==> config.mk <==
export PLATFORM = sky130hd
export DESIGN_NAME = sample_fetch_ctrl
export DESIGN_NICKNAME = d
export VERILOG_FILES = /design/src/rtl/sfc_pkg.sv /design/src/rtl/sfc_datapath.sv /design/src/rtl/sfc_control.sv /design/src/rtl/sample_fetch_ctrl.sv
export SDC_FILE = /design/constraint.sdc
export NUM_CORES = 1
export LEC_CHECK = 0
export BUFFER_PORTS_ARGS = -buffer_cell sky130_fd_sc_hd__buf_2
export CAP_MARGIN = 30
export CORE_MARGIN = 1
export CORE_UTILIZATION = 48
export DETAILED_ROUTE_END_ITERATION = 12
export PLACE_DENSITY_LB_ADDON = 0.05
export SETUP_SLACK_MARGIN = 0.4
export SYNTH_ARGS = -nofsm -noshare
export SYNTH_HDL_FRONTEND = slang
export SYNTH_HIERARCHICAL = 1
export SYNTH_SLANG_ARGS = --single-unit
export TNS_END_PERCENT = 20
==> constraint.sdc <==
create_clock -name clk -period 2.54 [get_ports clk]
set_input_delay 0.254 -clock clk [delete_from_list [all_inputs] [get_ports clk]]
set_output_delay 0.254 -clock clk [all_outputs]
set_load 0.1 [all_outputs]
==> src/rtl/sfc_pkg.sv <==
package sfc_pkg;
  localparam int SEL_W = 2;
  localparam logic [SEL_W-1:0] SEL_FLAGS = 2'd0;
  localparam logic [SEL_W-1:0] SEL_START = 2'd1;
  localparam logic [SEL_W-1:0] SEL_LEN   = 2'd2;

  // Strobes from control to datapath for one cycle.
  typedef struct packed {
    logic softRst;
    logic loadStart;
    logic loadLen;
    logic reload;
    logic accept;
    logic clearCount;
    logic take;
  } strobe_t;
endpackage

==> src/rtl/sfc_datapath.sv <==
module sfc_datapath #(
  parameter int ADDR_W = 16,
  parameter int CNT_W = 12,
  parameter int DATA_W = 8,
  parameter int START_SHIFT = 6,
  parameter int LEN_SHIFT = 4
) (
  input  logic              clk,
  input  logic              rstN,
  input  sfc_pkg::strobe_t  stb,
  input  logic [DATA_W-1:0] wrData,
  input  logic [DATA_W-1:0] dmaData,
  output logic [ADDR_W-1:0] addr,
  output logic [CNT_W-1:0]  count,
  output logic [DATA_W-1:0] bufData,
  output logic              bufFull,
  output logic              countZero,
  output logic              countOne
);
  localparam logic [ADDR_W-1:0] BASE_ADDR = {2'b11, {(ADDR_W-2){1'b0}}};
  localparam logic [ADDR_W-1:0] WRAP_ADDR = {1'b1, {(ADDR_W-1){1'b0}}};
  localparam logic [CNT_W-1:0]  ONE_CNT   = CNT_W'(1);

  logic [ADDR_W-1:0] startAddr;
  logic [CNT_W-1:0]  lenLoad;
  logic [ADDR_W-1:0] startMapped;
  logic [CNT_W-1:0]  lenMapped;
  logic [ADDR_W-1:0] addrInc;

  assign startMapped = BASE_ADDR | (ADDR_W'(wrData) << START_SHIFT);
  assign lenMapped   = (CNT_W'(wrData) << LEN_SHIFT) + ONE_CNT;
  assign addrInc     = (addr == '1) ? WRAP_ADDR : addr + ADDR_W'(1);
  assign countZero   = (count == '0);
  assign countOne    = (count == ONE_CNT);

  always_ff @(posedge clk) begin
    if (!rstN) begin
      addr      <= BASE_ADDR;
      lenLoad   <= ONE_CNT;
      startAddr <= '0;
      count     <= '0;
      bufData   <= '0;
      bufFull   <= 1'b0;
    end else if (stb.softRst) begin
      addr      <= '0;
      lenLoad   <= '0;
      startAddr <= '0;
      count     <= '0;
      bufData   <= '0;
      bufFull   <= 1'b0;
    end else begin
      if (stb.loadStart) startAddr <= startMapped;
      if (stb.loadLen)   lenLoad   <= lenMapped;
      if (stb.reload)      addr <= startAddr;
      else if (stb.accept) addr <= addrInc;
      if (stb.clearCount)  count <= '0;
      else if (stb.reload) count <= lenLoad;
      else if (stb.accept) count <= count - ONE_CNT;
      if (stb.accept) begin
        bufData <= dmaData;
        bufFull <= 1'b1;
      end else if (stb.take) begin
        bufFull <= 1'b0;
      end
    end
  end

  // a mapped start address is aligned and sits in the top quarter
  assert_start_map_R1: assert property (@(posedge clk) disable iff (!rstN)
    stb.loadStart && !stb.softRst |=> startAddr[ADDR_W-1 -: 2] == 2'b11 && startAddr[START_SHIFT-1:0] == '0);

  // a mapped reload count is a multiple of sixteen plus one
  assert_len_map_R2: assert property (@(posedge clk) disable iff (!rstN)
    stb.loadLen && !stb.softRst |=> lenLoad[LEN_SHIFT-1:0] == LEN_SHIFT'(1));

  // an accepted byte consumes exactly one count
  assert_count_dec_R3: assert property (@(posedge clk) disable iff (!rstN)
    stb.accept && !stb.reload && !stb.clearCount && !stb.softRst |=> count == $past(count) - ONE_CNT && bufFull);

  // stepping past the top lands in the upper half
  assert_addr_wrap_R4: assert property (@(posedge clk) disable iff (!rstN)
    stb.accept && !stb.reload && !stb.softRst && $past(rstN) && addr == '1 |=> addr == WRAP_ADDR);
endmodule

==> src/rtl/sfc_control.sv <==
module sfc_control #(
  parameter int DATA_W = 8,
  parameter int INIT_W = 2
) (
  input  logic                      clk,
  input  logic                      rstN,
  input  logic                      softRst,
  input  logic                      wrEn,
  input  logic [sfc_pkg::SEL_W-1:0] wrSel,
  input  logic [DATA_W-1:0]         wrData,
  input  logic                      chanWr,
  input  logic                      chanEn,
  input  logic                      oddCycle,
  input  logic                      dmaValid,
  input  logic                      bufTake,
  input  logic                      irqAck,
  input  logic                      countZero,
  input  logic                      countOne,
  input  logic                      bufFull,
  output sfc_pkg::strobe_t          stb,
  output logic                      dmaReq,
  output logic                      irqPending
);
  import sfc_pkg::*;

  localparam logic [INIT_W-1:0] DELAY_EVEN = INIT_W'(2);
  localparam logic [INIT_W-1:0] DELAY_ODD  = INIT_W'(3);
  localparam logic [INIT_W-1:0] DELAY_LAST = INIT_W'(1);

  logic irqEn;
  logic loopFlag;
  logic [INIT_W-1:0] initCnt;
  logic flagsWr;
  logic lastByte;
  logic enStart;
  logic irqSet;
  logic irqClr;
  logic reqSet;

  assign flagsWr  = wrEn && (wrSel == SEL_FLAGS);
  assign enStart  = chanWr && chanEn && countZero;

  always_comb begin
    stb            = '0;
    stb.softRst    = softRst;
    stb.loadStart  = wrEn && (wrSel == SEL_START);
    stb.loadLen    = wrEn && (wrSel == SEL_LEN);
    stb.accept     = dmaValid && !countZero;
    stb.take       = bufTake && bufFull;
    stb.clearCount = chanWr && !chanEn;
    stb.reload     = enStart || (dmaValid && !countZero && countOne && loopFlag);
  end

  assign lastByte = stb.accept && countOne;
  assign irqSet   = lastByte && !loopFlag && irqEn;
  assign irqClr   = irqAck || chanWr || (flagsWr && !wrData[DATA_W-1]);
  assign reqSet   = !countZero && ((initCnt == DELAY_LAST && !bufFull) || stb.take);

  always_ff @(posedge clk) begin
    if (!rstN || softRst) begin
      irqEn      <= 1'b0;
      loopFlag   <= 1'b0;
      irqPending <= 1'b0;
      initCnt    <= '0;
      dmaReq     <= 1'b0;
    end else begin
      if (flagsWr) begin
        irqEn    <= wrData[DATA_W-1];
        loopFlag <= wrData[DATA_W-2];
      end
      if (irqSet)      irqPending <= 1'b1;
      else if (irqClr) irqPending <= 1'b0;
      if (enStart)              initCnt <= oddCycle ? DELAY_ODD : DELAY_EVEN;
      else if (initCnt != '0)   initCnt <= initCnt - DELAY_LAST;
      if (dmaValid)    dmaReq <= 1'b0;
      else if (reqSet) dmaReq <= 1'b1;
    end
  end

  // a returned byte always drops the request
  assert_req_drop_R10: assert property (@(posedge clk) disable iff (!rstN)
    dmaValid |=> !dmaReq);

  // an end-of-sample raise wins over every clear
  assert_irq_set_R5: assert property (@(posedge clk) disable iff (!rstN)
    irqSet && !softRst |=> irqPending);

  // acknowledge without a raise empties the flag
  assert_irq_ack_R11: assert property (@(posedge clk) disable iff (!rstN)
    irqAck && !irqSet |=> !irqPending);

  // stopping the channel empties the count
  assert_disable_R7: assert property (@(posedge clk) disable iff (!rstN)
    chanWr && !chanEn && !softRst |=> countZero);

  // taking a byte with bytes left requests another
  assert_take_req_R12: assert property (@(posedge clk) disable iff (!rstN)
    bufTake && bufFull && !countZero && !dmaValid && !softRst |=> dmaReq && !bufFull);
endmodule

==> src/rtl/sample_fetch_ctrl.sv <==
module sample_fetch_ctrl #(
  parameter int ADDR_W = 16,
  parameter int CNT_W = 12,
  parameter int DATA_W = 8
) (
  input  logic                      clk,
  input  logic                      rstN,
  input  logic                      softRst,
  input  logic                      wrEn,
  input  logic [sfc_pkg::SEL_W-1:0] wrSel,
  input  logic [DATA_W-1:0]         wrData,
  input  logic                      chanWr,
  input  logic                      chanEn,
  input  logic                      oddCycle,
  input  logic                      dmaValid,
  input  logic [DATA_W-1:0]         dmaData,
  input  logic                      bufTake,
  input  logic                      irqAck,
  output logic                      dmaReq,
  output logic [ADDR_W-1:0]         dmaAddr,
  output logic [CNT_W-1:0]          bytesLeft,
  output logic [DATA_W-1:0]         bufData,
  output logic                      bufFull,
  output logic                      irqPending
);
  sfc_pkg::strobe_t stb;
  logic countZero;
  logic countOne;

  sfc_control #(.DATA_W(DATA_W)) uCtrl (
    .clk(clk), .rstN(rstN), .softRst(softRst),
    .wrEn(wrEn), .wrSel(wrSel), .wrData(wrData),
    .chanWr(chanWr), .chanEn(chanEn), .oddCycle(oddCycle),
    .dmaValid(dmaValid), .bufTake(bufTake), .irqAck(irqAck),
    .countZero(countZero), .countOne(countOne), .bufFull(bufFull),
    .stb(stb), .dmaReq(dmaReq), .irqPending(irqPending)
  );

  sfc_datapath #(.ADDR_W(ADDR_W), .CNT_W(CNT_W), .DATA_W(DATA_W)) uData (
    .clk(clk), .rstN(rstN), .stb(stb),
    .wrData(wrData), .dmaData(dmaData),
    .addr(dmaAddr), .count(bytesLeft),
    .bufData(bufData), .bufFull(bufFull),
    .countZero(countZero), .countOne(countOne)
  );
endmodule

**Word level (Yosys, flattened, before mapping)**

Cells that the tools add are included.
Widths: inputs -> output; s select.

- Bits in registers: 64
- Input bits: 28
- Output and inout bits: 39
- Logic and storage cells: 76

- $add $sub $neg: 4
- Equality and inequality tests: 5
- Multiplexer cells: 15
- Bitwise operators: 1
- Reductions and logical operators: 38

Operators with widths:

| kind | count |
|---|---|
| $mux 16 | 4 |
| $mux 12 | 2 |
| $add 16x1->16 const B | 1 |
| $eq 16x16->1 const B | 1 |
| $logic_and 1x1->1 | 15 |
| $add 12x1->12 const B | 1 |
| $eq 12x1->1 const B | 1 |
| $logic_not 12->1 | 1 |
| $reduce_bool 2->1 | 6 |
| $sub 12x1->12 const B | 1 |
| $mux 1 | 7 |
| $logic_not 1->1 | 6 |
| $logic_or 1x1->1 | 5 |
| $eq 2x1->1 const B | 2 |
| $mux 2 | 2 |
| $reduce_or 2->1 | 2 |
| $reduce_bool 3->1 | 1 |
| $reduce_or 3->1 | 1 |
| $eq 2x2->1 const B | 1 |
| $logic_not 2->1 | 1 |
| $sub 2x1->2 const B | 1 |
| $not 1->1 | 1 |

**Longest topological paths before layout**

- Depth in word-level cells: 8
- Mapped depth: 12
- Mapped depth without buffers: 12

**By module**

Netlist, hierarchy kept.

Modules (own cells, without submodules):

| module | times used | cells each | area an instance (um^2) | seq. area each (um^2) |
|---|---|---|---|---|
| sfc_datapath | 1 | 291 | 2,544.9 | 1,101.1 |
| sfc_control | 1 | 41 | 371.6 | 120.1 |

**Least setup slack after synthesis**

OpenSTA, ideal clock, no wires.

- Path type: register to register
- Start point: register uData.count[2]
- End point: register uData.addr[5]
- Library setup time: 92 ps
- Data arrival time: 3,009 ps
- Data required time: 2,448 ps
- Path slack: -561 ps
- Stages on the path, launching flop included: 13
- Path buffers: 1
- Clock period less this slack: 3,101 ps
- Cell sequence: dfxtp_1 > or4_4 > nand2b_4 > nor3_1 > and2_1 > and3b_1 > nand2_1 > nand2_1 > inv_1 > nand3_1 > clkbuf_1 > or3_1 > o32ai_1

RTL lines:

| item | RTL line | RTL |
|---|---|---|
| start, declared | sfc_datapath.sv:14 | `output logic [CNT_W-1:0] count,` |
| start signal, assigned | sfc_datapath.sv:57 | `else if (stb.reload) count <= lenLoad;` |
| start signal, assigned | sfc_datapath.sv:58 | `else if (stb.accept) count <= count - ONE_CNT;` |
| end signal, assigned | sfc_datapath.sv:54 | `if (stb.reload) addr <= startAddr;` |
| end signal, assigned | sfc_datapath.sv:55 | `else if (stb.accept) addr <= addrInc;` |
| end, declared | sfc_datapath.sv:13 | `output logic [ADDR_W-1:0] addr,` |

==> results.json <==
{
  "status": "finished, final reports clean",
  "hpwl_mm": 5.03,
  "dieArea_mm2": 0.00639,
  "pwr-share-seq": 0.272,
  "grt_use_total": 0.234,
  "wl_per_cell_um": 14.4,
  "p_leak_nw": 1.55,
  "drt_iter0_markers": 176,
  "synth-seq-area-share": 0.419,
  "port_buffers": 66,
  "firstDrtPassIters": 4,
  "switching_power_mw": 1.93,
  "synth_common_cells": "dfxtp_1, nor2_1, mux2i_1",
  "synth_top_area_share": 0.419,
  "ir_worst_vdd_mv": 0.744,
  "grt_antenna_before_repair": 0,
  "syn_nets": 366,
  "multi_input_area_mm2": 0.00166,
  "relSlewSlack": 0.640,
  "seq_area_mm2": 0.00126,
  "max_stage_delay_ns": 0.53,
  "ios": 67,
  "rsz0062_at_grt": "true",
  "avgSynthCellArea_um2": 8.78,
  "drtAntennaViolNets": 0,
  "grt_pass1_vias": 2450,
  "root_buffer": "clkbuf_8",
  "cts.sinks": 61,
  "fmaxAchievable_mhz": 418,
  "cts_buffers": 9,
  "start_util": 0.496,
  "num_antenna_cells": 0,
  "vias": 2648,
  "dp.cells": 474,
  "synth_edf_count": 0,
  "gp_congestion": 0.937,
  "slew_viol_final": 0,
  "postCtsHoldBufs": 0,
  "switching_share": 0.448,
  "die_x_um": 80.0,
  "worstPathRequired_ns": 2.78,
  "nFillCells": 521,
  "skew_ns": 0.00857,
  "syn_inst": 332,
  "cp-start-kind": "flip-flop",
  "wl_mm": 7.10,
  "core_area_mm2": 0.00589,
  "final_nets": 448,
  "area_growth_pct": 29.7,
  "grt_pass1_wl_mm": 11.4,
  "clk_latency_ns": 0.33,
  "synth_area_leader_cell": "dfxtp_1",
  "intPower_mw": 2.38,
  "drcViolationCount": 0,
  "synth_most_common_cell": "dfxtp_1",
  "drv_cap": 0,
  "cts.htree.levels": 3,
  "hp-class": "input port to flip-flop",
  "drive_gt1_frac": 0.344,
  "path_cells": "or4_4 > nand2b_4 > nor3_4 > and2_4 > and3b_1 > nand2_1 > nand2_2 > inv_4 > nand3_4 > or3_1 > o32ai_2",
  "yosys_warnings": 6,
  "min_period_ns": 2.39,
  "cts_tree": "built",
  "yosysUniqueCellTypes": 50,
  "worstSetupPathType": "flip-flop to flip-flop",
  "setup_violations": 0,
  "fp.dieH_um": 80.0,
  "worst_ep_arrival_time_ns": 2.63,
  "cp_slowest_cell": "or4_4",
  "synth_flop_cell": "dfxtp_1",
  "clk_path_buf_depth": 2,
  "tightest_slew_ns": 0.536,
  "via_per_inst": 5.36,
  "synth_area_leaders": "dfxtp_1, mux2i_1, nor2_1",
  "path_clk_slew_ns": 0.07,
  "finalNonFillerCells": 494,
  "crit_fanout": 4,
  "row_count": 28,
  "synth-seq-cells": 61,
  "fin_crit_sh": 0.942,
  "overflow": 0,
  "comb_power_share": 0.520,
  "fin_util": 0.643,
  "async_reset_ff_frac": 0,
  "power_frac_clock": 0.208,
  "cp-end-kind": "flip-flop",
  "hold_viol_final": 0,
  "power.density_mw_per_mm2": 1140,
  "synthesis.area_mm2": 0.00292,
  "grt_max_degree": 35
}
[registers in the layout, summed over array words and instances, names as in the netlist]
signal,count
uData/addr,16
uCtrl/irqPending,1
uData/lenLoad,9
uCtrl/initCnt,2
uData/count,12
uData/bufFull,1
uData/bufData,8
uCtrl/loopFlag,1
uCtrl/irqEn,1
uData/startAddr,9
uCtrl/dmaReq,1
[area by class of cell]
type	count	share of cell area
Sequential cell	61	0.333
Timing Repair Buffer	86	0.135
Tap cell	75	0.0248
Clock inverter	5	0.0149
Inverter	13	0.0136
Clock buffer	11	0.0404
Multi-Input combinational cell	243	0.438
[per-layer routing]
metal / vias to the layer above / routed length [um] / GRT usage
met1: 1253 / 3270 / 0.305
met3: 8 / 357 / 0.0389
li1: 1315 / - / -
met5: - / 0 / 0
met4: 0 / 70 / 0.107
met2: 72 / 3400 / 0.377
[power groups by stage]
stage	registers [mW]	clock network [mW]	logic [mW]
2_1_floorplan	1.78	0	1.04
3_3_place_gp	1.19	0	2.03
3_5_place_dp	1.19	0	2.04
4_1_cts	1.17	0.915	2.16
5_1_grt	1.19	0.967	2.41
6_report	1.17	0.897	2.24
[metrics by stage]
step | TNS, ns | area, um^2 | hold WS, ns | worst slack [ns] | power, mW
floorplan | -0.0903 | 3000 | 0.330 | -0.0870 | 2.82
global placement | 0 | 3450 | 0.439 | 0.107 | 3.22
detailed placement | 0 | 3450 | 0.445 | 0.0495 | 3.23
CTS | 0 | 3710 | 0.112 | 0.169 | 4.25
global route | 0 | 3780 | 0.134 | 0.0302 | 4.57
finish | 0 | 3780 | 0.130 | 0.147 | 4.31
[worst max-delay path: cells and delay by family (launching register included)]
family / cells / cell delay, ns
buffers and inverters: 1 / 0.09
DFF: 1 / 0.34
and+or+nand+nor: 9 / 1.78
AOI/OAI and AO/OA: 1 / 0.10
[final timing paths]
kind                         start              to  slack, ns  cells after the start
setup / recovery    uData/count[4]   uData/addr[3]       0.15                     11
hold / removal            dmaValid    uCtrl/dmaReq       0.13                      2
setup reg to reg    uData/count[4]   uData/addr[3]       0.15                     11
hold reg to reg   uData/lenLoad[7]  uData/count[7]       0.45                      2
[cell usage in the layout (no fill, tap or decap), types with 3 or more instances in the layout]
master / count
buf_2: 66
o21bai_1: 3
and3_1: 3
xnor2_1: 11
nand3_1: 8
inv_1: 12
nor2_1: 52
a211oi_1: 3
or2_2: 3
a31oi_1: 3
o21ai_1: 3
nand2_1: 23
ha_1: 6
a21oi_1: 20
dfxtp_4: 10
or3_1: 4
nand4_1: 6
clkbuf_8: 9
o32ai_2: 3
buf_4: 14
buf_6: 4
mux2i_1: 29
nand2b_1: 3
xor2_1: 9
a21oi_2: 4
dfxtp_1: 49
nor3_1: 8
o21ai_0: 3
[cell families (layout without fill, tap and decap cells)]
family,count (synthesis),in the layout,synth area share
buffers and inverters,28,115,0.0416
flip-flops,61,61,0.419
adder cells (fa/ha/maj),6,6,0.0257
multiplexers,31,31,0.107
AND/OR/NAND/NOR,136,136,0.239
XOR/XNOR,20,20,0.0601
AO/OA/AOI/OAI,50,50,0.108
[repair_timing]
action / 4_1_cts / 5_1_grt
buffers inserted: 3 / 1
pin swaps: 5 / 2
setup endpoints to repair: 36 / 29
resized for setup: 8 / 14
(Power assumes the default switching activity.)
